### src/rtl/rsb_pkg.sv
package rsb_pkg;
  // flag bit positions, decoded by neighbouring logic
  localparam int unsigned FL_C = 0;
  localparam int unsigned FL_N = 1;
  localparam int unsigned FL_P = 2;
  localparam int unsigned FL_X = 3;
  localparam int unsigned FL_H = 4;
  localparam int unsigned FL_Y = 5;
  localparam int unsigned FL_Z = 6;
  localparam int unsigned FL_S = 7;
  localparam int unsigned FL_W = 8;

  typedef enum logic [1:0] {
    GRP_SHIFT = 2'd0,
    GRP_TEST  = 2'd1,
    GRP_CLR   = 2'd2,
    GRP_SET   = 2'd3
  } grp_e;

  typedef enum logic [2:0] {
    SH_ROL   = 3'd0,
    SH_ROR   = 3'd1,
    SH_RLC   = 3'd2,
    SH_RRC   = 3'd3,
    SH_SLZ   = 3'd4,
    SH_SRS   = 3'd5,
    SH_SLO   = 3'd6,
    SH_SRZ   = 3'd7
  } shop_e;
endpackage

### src/rtl/rsb_shifter.sv
module rsb_shifter #(
  parameter int unsigned DATA_W = 8
) (
  input  logic [DATA_W-1:0] opnd_i,
  input  logic [2:0]        op_i,
  input  logic              cin_i,
  output logic [DATA_W-1:0] res_o,
  output logic              cout_o
);
  import rsb_pkg::*;
  localparam int unsigned MSB = DATA_W - 1;

  logic left;
  logic fill;

  always_comb begin
    left = 1'b0;
    fill = 1'b0;
    unique case (shop_e'(op_i))
      SH_ROL: begin left = 1'b1; fill = opnd_i[MSB]; end
      SH_ROR: begin left = 1'b0; fill = opnd_i[0];   end
      SH_RLC: begin left = 1'b1; fill = cin_i;       end
      SH_RRC: begin left = 1'b0; fill = cin_i;       end
      SH_SLZ: begin left = 1'b1; fill = 1'b0;        end
      SH_SRS: begin left = 1'b0; fill = opnd_i[MSB]; end
      SH_SLO: begin left = 1'b1; fill = 1'b1;        end
      SH_SRZ: begin left = 1'b0; fill = 1'b0;        end
      default: ;
    endcase
  end

  assign res_o  = left ? {opnd_i[MSB-1:0], fill} : {fill, opnd_i[MSB:1]};
  assign cout_o = left ? opnd_i[MSB] : opnd_i[0];
endmodule

### src/rtl/rsb_bit_ops.sv
module rsb_bit_ops #(
  parameter int unsigned DATA_W = 8,
  localparam int unsigned IDX_W = $clog2(DATA_W)
) (
  input  logic [DATA_W-1:0] opnd_i,
  input  logic [IDX_W-1:0]  idx_i,
  input  logic              set_i,
  output logic              tested_o,
  output logic [DATA_W-1:0] modified_o
);
  logic [DATA_W-1:0] mask;

  generate
    for (genvar b = 0; b < DATA_W; b++) begin : g_mask
      assign mask[b] = (idx_i == IDX_W'(b));
    end
  endgenerate

  assign tested_o   = |(opnd_i & mask);
  assign modified_o = set_i ? (opnd_i | mask) : (opnd_i & ~mask);
endmodule

### src/rtl/rsb_flag_gen.sv
module rsb_flag_gen #(
  parameter int unsigned DATA_W = 8
) (
  input  logic [DATA_W-1:0]       res_i,
  input  logic                    cout_i,
  input  logic                    acc_mode_i,
  input  logic [rsb_pkg::FL_W-1:0] flags_i,
  output logic [rsb_pkg::FL_W-1:0] flags_o
);
  import rsb_pkg::*;

  always_comb begin
    flags_o       = flags_i;
    flags_o[FL_C] = cout_i;
    flags_o[FL_H] = 1'b0;
    flags_o[FL_N] = 1'b0;
    flags_o[FL_X] = res_i[3];
    flags_o[FL_Y] = res_i[5];
    if (!acc_mode_i) begin
      flags_o[FL_S] = res_i[DATA_W-1];
      flags_o[FL_Z] = (res_i == '0);
      flags_o[FL_P] = ~^res_i;
    end
  end
endmodule

### src/rtl/rsb_unit.sv
module rsb_unit #(
  parameter int unsigned DATA_W = 8,
  localparam int unsigned IDX_W = $clog2(DATA_W)
) (
  input  logic [DATA_W-1:0]        opnd_i,
  input  logic [rsb_pkg::FL_W-1:0] flags_i,
  input  logic [1:0]               grp_i,
  input  logic [IDX_W-1:0]         sel_i,
  input  logic                     mem_form_i,
  input  logic [DATA_W-1:0]        latch_hi_i,
  input  logic                     acc_mode_i,
  output logic [DATA_W-1:0]        result_o,
  output logic [rsb_pkg::FL_W-1:0] flags_o
);
  import rsb_pkg::*;

  logic [2:0]              sh_op;
  logic [DATA_W-1:0]       sh_res;
  logic                    sh_cout;
  logic [FL_W-1:0]         sh_flags;
  logic                    tested;
  logic [DATA_W-1:0]       modified;
  logic [DATA_W-1:0]       xy_src;
  logic [FL_W-1:0]         test_flags;

  // accumulator forms reach only the first four rotates
  assign sh_op = acc_mode_i ? {1'b0, sel_i[1:0]} : 3'(sel_i);

  rsb_shifter #(.DATA_W(DATA_W)) u_shift (
    .opnd_i (opnd_i),
    .op_i   (sh_op),
    .cin_i  (flags_i[FL_C]),
    .res_o  (sh_res),
    .cout_o (sh_cout)
  );

  rsb_flag_gen #(.DATA_W(DATA_W)) u_flags (
    .res_i      (sh_res),
    .cout_i     (sh_cout),
    .acc_mode_i (acc_mode_i),
    .flags_i    (flags_i),
    .flags_o    (sh_flags)
  );

  rsb_bit_ops #(.DATA_W(DATA_W)) u_bits (
    .opnd_i     (opnd_i),
    .idx_i      (sel_i),
    .set_i      (grp_i == GRP_SET),
    .tested_o   (tested),
    .modified_o (modified)
  );

  assign xy_src = mem_form_i ? latch_hi_i : opnd_i;

  always_comb begin
    test_flags       = flags_i;
    test_flags[FL_H] = 1'b1;
    test_flags[FL_N] = 1'b0;
    test_flags[FL_Z] = ~tested;
    test_flags[FL_P] = ~tested;
    test_flags[FL_S] = tested && (sel_i == IDX_W'(DATA_W - 1));
    test_flags[FL_X] = xy_src[3];
    test_flags[FL_Y] = xy_src[5];
  end

  always_comb begin
    result_o = opnd_i;
    flags_o  = flags_i;
    if (acc_mode_i) begin
      result_o = sh_res;
      flags_o  = sh_flags;
    end else begin
      unique case (grp_e'(grp_i))
        GRP_SHIFT: begin result_o = sh_res; flags_o = sh_flags; end
        GRP_TEST:  begin result_o = opnd_i; flags_o = test_flags; end
        GRP_CLR,
        GRP_SET:   begin result_o = modified; flags_o = flags_i; end
        default: ;
      endcase
    end
  end
endmodule

### config.mk
export PLATFORM = sky130hd
export DESIGN_NAME = rsb_unit
export DESIGN_NICKNAME = d
export VERILOG_FILES = /design/src/rtl/rsb_pkg.sv /design/src/rtl/rsb_shifter.sv /design/src/rtl/rsb_bit_ops.sv /design/src/rtl/rsb_flag_gen.sv /design/src/rtl/rsb_unit.sv
export SDC_FILE = /design/constraint.sdc
export NUM_CORES = 1
export LEC_CHECK = 0
export BUFFER_PORTS_ARGS = -buffer_cell sky130_fd_sc_hd__buf_2
export CAP_MARGIN = 20
export CORE_ASPECT_RATIO = 1.2
export CORE_MARGIN = 2
export CORE_UTILIZATION = 42
export DETAILED_ROUTE_END_ITERATION = 10
export PLACE_DENSITY = 0.81
export SETUP_SLACK_MARGIN = 0.15
export SYNTH_ARGS = -nofsm -noshare
export SYNTH_HDL_FRONTEND = slang
export SYNTH_SLANG_ARGS = --single-unit
### constraint.sdc
create_clock -name vclk -period 1.6
set_input_delay 0.08 -clock vclk [all_inputs]
set_output_delay 0.08 -clock vclk [all_outputs]
set_load 0.05 [all_outputs]
==> results of run 1 <==
[worst max-delay path by stage]
stage                     startpoint          to  slack [ns]
after floorplan             sel_i[1]  flags_o[2]       -0.18
after global placement      sel_i[0]  flags_o[2]       -0.32
after detailed placement    sel_i[0]  flags_o[2]       -0.37
after CTS                   sel_i[1]  flags_o[2]       -0.19
after global routing        sel_i[2]  flags_o[2]       -0.23
final                       sel_i[0]  flags_o[2]       -0.16
[synthesized netlist by cell type (all sizes together) (4+ instances only)]
library cell	n
nand2	7
mux2	4
clkbuf	4
a21oi	5
o21ai	10
nand2b	5
nor2	8
ha	4
nor2b	4
mux2i	12
buf	6
nand3b	4
[layer usage]
metal	global-route usage	vias up	part of all wire
met3	0.0141	6	0.069
met5	0	-	0
met1	0.302	519	0.39
met2	0.460	52	0.53
met4	0.0960	0	0.012
li1	-	536	-
[worst max-delay path: stages]
cell and delay (ns):
buf_6 0.17, mux2i_2 0.31, ha_1 0.31, xnor2_2 0.21
xnor2_1 0.10, a221o_2 0.34, buf_6 0.16
[power by group]
part,switching (uW),leakage (uW),total (uW),internal (uW)
Clock,0,0,0,0
Sequential,0,0,0,0
Combinational,345,0.000615,598,252
Total,345,0.000615,598,252
[kinds of logic (layout without fill, tap and decap cells)]
kind of cell             Yosys count  count (layout)  synth area share
AO/OA/AOI/OAI                     39              39             0.352
XOR/XNOR                           3               3            0.0334
adder cells (fa/ha/maj)            4               4            0.0637
buffers and inverters             12              68            0.0844
multiplexers                      16              16             0.215
AND/OR/NAND/NOR                   37              37             0.252
[layout make-up]
cell class	instances	area, sq um
Multi-Input combinational cell	99	805
Fill cell	136	524
Timing Repair Buffer	66	448
Tap cell	19	23.8
Inverter	2	7.51
[stage by stage]
| step | utilization | setup TNS (ns) | cell area (sq um) |
|---|---|---|---|
| after floorplan | - | -0.180 | 807 |
| after detailed placement | 0.628 | -0.411 | 1130 |
| final | 0.710 | -0.163 | 1280 |
| after global routing | 0.710 | -0.228 | 1280 |
| after global placement | 0.628 | -0.335 | 1130 |
| after CTS | 0.674 | -0.192 | 1220 |
[repair_timing]
| action | in CTS | in global routing |
|---|---|---|
| endpoints found under the setup margin | 6 | 7 |
| gates cloned | 0 | 0 |
| pin swaps | 3 | 3 |
| gates resized for setup | 17 | 18 |
| buffers inserted | 2 | 1 |
==> flow_summary.json, run 1 <==
{
  "synth_nets": 146,
  "worst_setup_path_end_kind": "output pin",
  "yosys_warnings": 0,
  "placementRows": 17,
  "initial_core_util": 0.435,
  "syn_inst": 111,
  "wl_mm": 2.84,
  "drt_iter0_markers": 25,
  "syn_area_sq_um": 786,
  "path_max_fanout": 15,
  "worstSetupPathType": "in -> out",
  "hold_buffers": 0,
  "hp-start": "flags_i[6]",
  "ys_types": 38,
  "drive_above_1_share": 0.539,
  "violations": "negative setup slack",
  "track_usage": 0.252,
  "dp.cells": 183,
  "drt-vias-per-instance": 5.98,
  "maxCapViolations": 0,
  "drt_first_pass_iters": 4,
  "routed-via-count": 1113,
  "grt_pass1_vias": 1095,
  "fmax_mhz": 567,
  "drv_slew": 0,
  "period_share": 1.10,
  "hold_violations": 0,
  "synth_top_cell_by_area": "mux2i_1",
  "fin_cells": 186,
  "grt_overflow": 0,
  "final_common_cell": "buf_2",
  "syn_to_final_growth_pct": 63.4,
  "core-area_sq_mm": 0.00181,
  "hold_class": "in -> out",
  "worst_slack_ns": -0.163,
  "ant_nets": 0,
  "final.clkbuf_count": 0,
  "p_leak_uw": 0.000615,
  "seq_area_sq_um": 0,
  "layout_common_cells": "buf_2, buf_4, mux2i_1, o21ai_1, nor2_1",
  "synth_area_leaders": "mux2i_1, ha_1, o21ai_0",
  "post_drt_wl_per_cell_microns": 15.3,
  "cp.arrival_ns": 1.68,
  "die_w_microns": 43.5,
  "ys_seq_area_frac": 0,
  "antenna_found_initial": 0,
  "final_nets": 204,
  "grt_pass1_wl_mm": 4.45,
  "grt_max_degree": 16,
  "dieArea_sq_mm": 0.00223,
  "min_to": "flags_o[6]",
  "antenna_cells": 0,
  "hold_depth": 3,
  "pre_cts_ws_ns": -0.375,
  "seq_cell_count": 0,
  "place.gp.congestion": 0.876,
  "synth_top_area_frac": 0.153,
  "portBuffers": 41,
  "drc_errors": 0,
  "p_total_uw": 598,
  "dieHeight_microns": 51.4,
  "dp_hpwl_mm": 2.08,
  "hold_slack_ns": 0.502,
  "worst_slew_pin_slew_ns": 0.329,
  "ios": 47,
  "outcome": "complete, but fails checks",
  "cp.required_ns": 1.52,
  "syn_avg_cell_area_sq_um": 7.08,
  "max_slew_margin": 0.774,
  "worst_ir_drop_vdd_mv": 0.231,
  "rsz0062_at_grt": "yes",
  "setup_viol": 1,
  "cp-start-kind": "input port",
  "p_per_area_mw_per_mm2": 466,
  "period_minus_slack_ns": 1.76
}
No activity file was read; power rests on OpenSTA's default activity.
==> inputs of run 2 (changes only) <==
--- a/config.mk
+++ b/config.mk
@@ -9,9 +9,9 @@
 export CAP_MARGIN = 20
 export CORE_ASPECT_RATIO = 1.2
 export CORE_MARGIN = 2
-export CORE_UTILIZATION = 42
+export CORE_UTILIZATION = 35
 export DETAILED_ROUTE_END_ITERATION = 10
-export PLACE_DENSITY = 0.81
+export PLACE_DENSITY = 0.69
 export SETUP_SLACK_MARGIN = 0.15
 export SYNTH_ARGS = -nofsm -noshare
 export SYNTH_HDL_FRONTEND = slang
==> run 2 against run 1 <==
Effect of this change: the flow still finishes with violations (negative setup slack); die area is 18% higher; core utilization decreased by 5.7 points; global-route usage is 4.4 points lower; via count rose by 0.90%; hold slack got worse by 0.0039 ns; routed wire length rose by 1.8%; sequential share of layout area unchanged; maximum frequency down 3.1%; final area increased by 6.5%; flip-flop and latch count is the same; non-clock buffer count grew 5; critical endpoint unchanged; largest cell class unchanged; highest routed layer unchanged.
==> flow_summary.json, run 2 (synthesis gave the netlist of run 1 again) <==
{
  "hp-start": "flags_i[6]",
  "maxCapViolations": 0,
  "setup_viol": 1,
  "final_common_cell": "buf_4",
  "hold_violations": 0,
  "grt_overflow": 0,
  "placementRows": 18,
  "hold_buffers": 0,
  "final.clkbuf_count": 0,
  "worst_setup_path_end_kind": "output pin",
  "cp-start-kind": "input port",
  "drt-vias-per-instance": 5.56,
  "drv_slew": 0,
  "dpl_cell_area_sq_mm": 0.00118,
  "grt_pass1_wl_mm": 4.34,
  "dp_hpwl_mm": 2.16,
  "dp.cells": 198,
  "worst_slack_ns": -0.220,
  "crit_slowest_cell": "a221o_2",
  "place.gp.congestion": 0.985,
  "drc_errors": 0,
  "routed-via-count": 1123,
  "grt_max_degree": 21,
  "initial_core_util": 0.375,
  "clock_power_share": 0,
  "ant_nets": 0,
  "dieArea_sq_mm": 0.00264,
  "pwr-share-seq": 0,
  "cp.arrival_ns": 1.74,
  "rsz0062_at_grt": "yes",
  "fmax_mhz": 550,
  "antenna_found_initial": 0,
  "dieHeight_microns": 55.9,
  "drt_first_pass_iters": 4,
  "seq_area_sq_um": 0,
  "max_stage_delay_ns": 0.36,
  "layout_common_cells": "buf_4, buf_2, mux2i_1, o21ai_1",
  "cp.required_ns": 1.52,
  "period_minus_slack_ns": 1.82,
  "grt_pass1_vias": 1008,
  "track_usage": 0.208,
  "wl_mm": 2.89,
  "die_w_microns": 47.3,
  "design_area_sq_mm": 0.00137,
  "drive_above_1_share": 0.570,
  "max_slew_margin": 0.803,
  "seq_cell_count": 0,
  "portBuffers": 41,
  "worstSetupPathType": "in -> out",
  "outcome": "complete, but fails checks",
  "worst_ir_drop_vdd_mv": 0.337,
  "netSwitchingFraction": 0.564,
  "crit_family": "compound AO/OA/AOI/OAI gates",
  "path_max_fanout": 7,
  "path_cells": "buf_12, mux2i_2, o211ai_1, o21ai_1, ha_2, xnor2_2, xnor2_1, a221o_2, buf_8",
  "cp_num_buf_inv": 2,
  "syn_to_final_growth_pct": 74.0,
  "multi_input_area_sq_um": 800,
  "drt_iter0_markers": 20,
  "core-area_sq_mm": 0.00209,
  "period_share": 1.14,
  "hold_depth": 3,
  "worst_slew_pin_slew_ns": 0.291,
  "post_drt_wl_per_cell_microns": 14.3,
  "antenna_cells": 0,
  "p_leak_uw": 0.000647,
  "violations": "negative setup slack",
  "fin_cells": 202,
  "n_fill_cell": 181,
  "ios": 47,
  "power.switching_uw": 348,
  "min_to": "flags_o[6]",
  "final_nets": 209,
  "combPwrFrac": 1.000,
  "fin_util": 0.653,
  "p_per_area_mw_per_mm2": 451,
  "p_int_uw": 269,
  "hold_class": "in -> out"
}
==> run 2: timing repair <==
action                     CTS  global route
pin swaps                    9             7
buffers inserted             2             2
setup endpoints to repair    6            11
resized for setup           18            31
==> run 2: power by group through the flow <==
stage               combinational, uW  clock, uW  sequential, uW
finish                            616          0               0
floorplan                         359          0               0
detailed placement                523          0               0
CTS                               558          0               0
global placement                  515          0               0
global route                      651          0               0
==> run 2: metal layers <==
layer,track usage,routed length [microns],vias up
met5,0,0,-
met4,0.0357,33,0
met3,0.00325,142,4
met2,0.367,1480,44
met1,0.272,1240,525
li1,-,-,550
==> run 2: layout make-up <==
type	instances	share of cell area
repair buffers	71	0.382
well taps	30	0.0274
inverters	2	0.00549
multi-input cells	99	0.585
==> run 2: tightest hold or removal path: cells and delay by family <==
kind / cells / cell delay, ns
buf+inv: 2 / 0.22
compound gates: 1 / 0.13
==> run 2: worst max path at each step <==
| stage | startpoint | to | slack (ns) | cells past startpoint |
|---|---|---|---|---|
| final | sel_i[1] | flags_o[2] | -0.22 | 9 |
| after global routing | sel_i[1] | flags_o[2] | -0.30 | 9 |
| after CTS | sel_i[1] | flags_o[2] | -0.25 | 9 |
| after global placement | sel_i[0] | flags_o[2] | -0.31 | 7 |
| after detailed placement | sel_i[0] | flags_o[2] | -0.35 | 7 |
| after floorplan | sel_i[1] | flags_o[2] | -0.18 | 9 |
==> run 2: per-stage QoR <==
stage	power, uW	worst slack [ns]	TNS [ns]	hold WS (ns)
3_5_place_dp	523	-0.352	-0.418	0.546
4_1_cts	558	-0.254	-0.254	0.497
6_report	616	-0.220	-0.220	0.498
3_3_place_gp	515	-0.307	-0.350	0.542
5_1_grt	651	-0.298	-0.298	0.509
2_1_floorplan	359	-0.180	-0.180	0.415
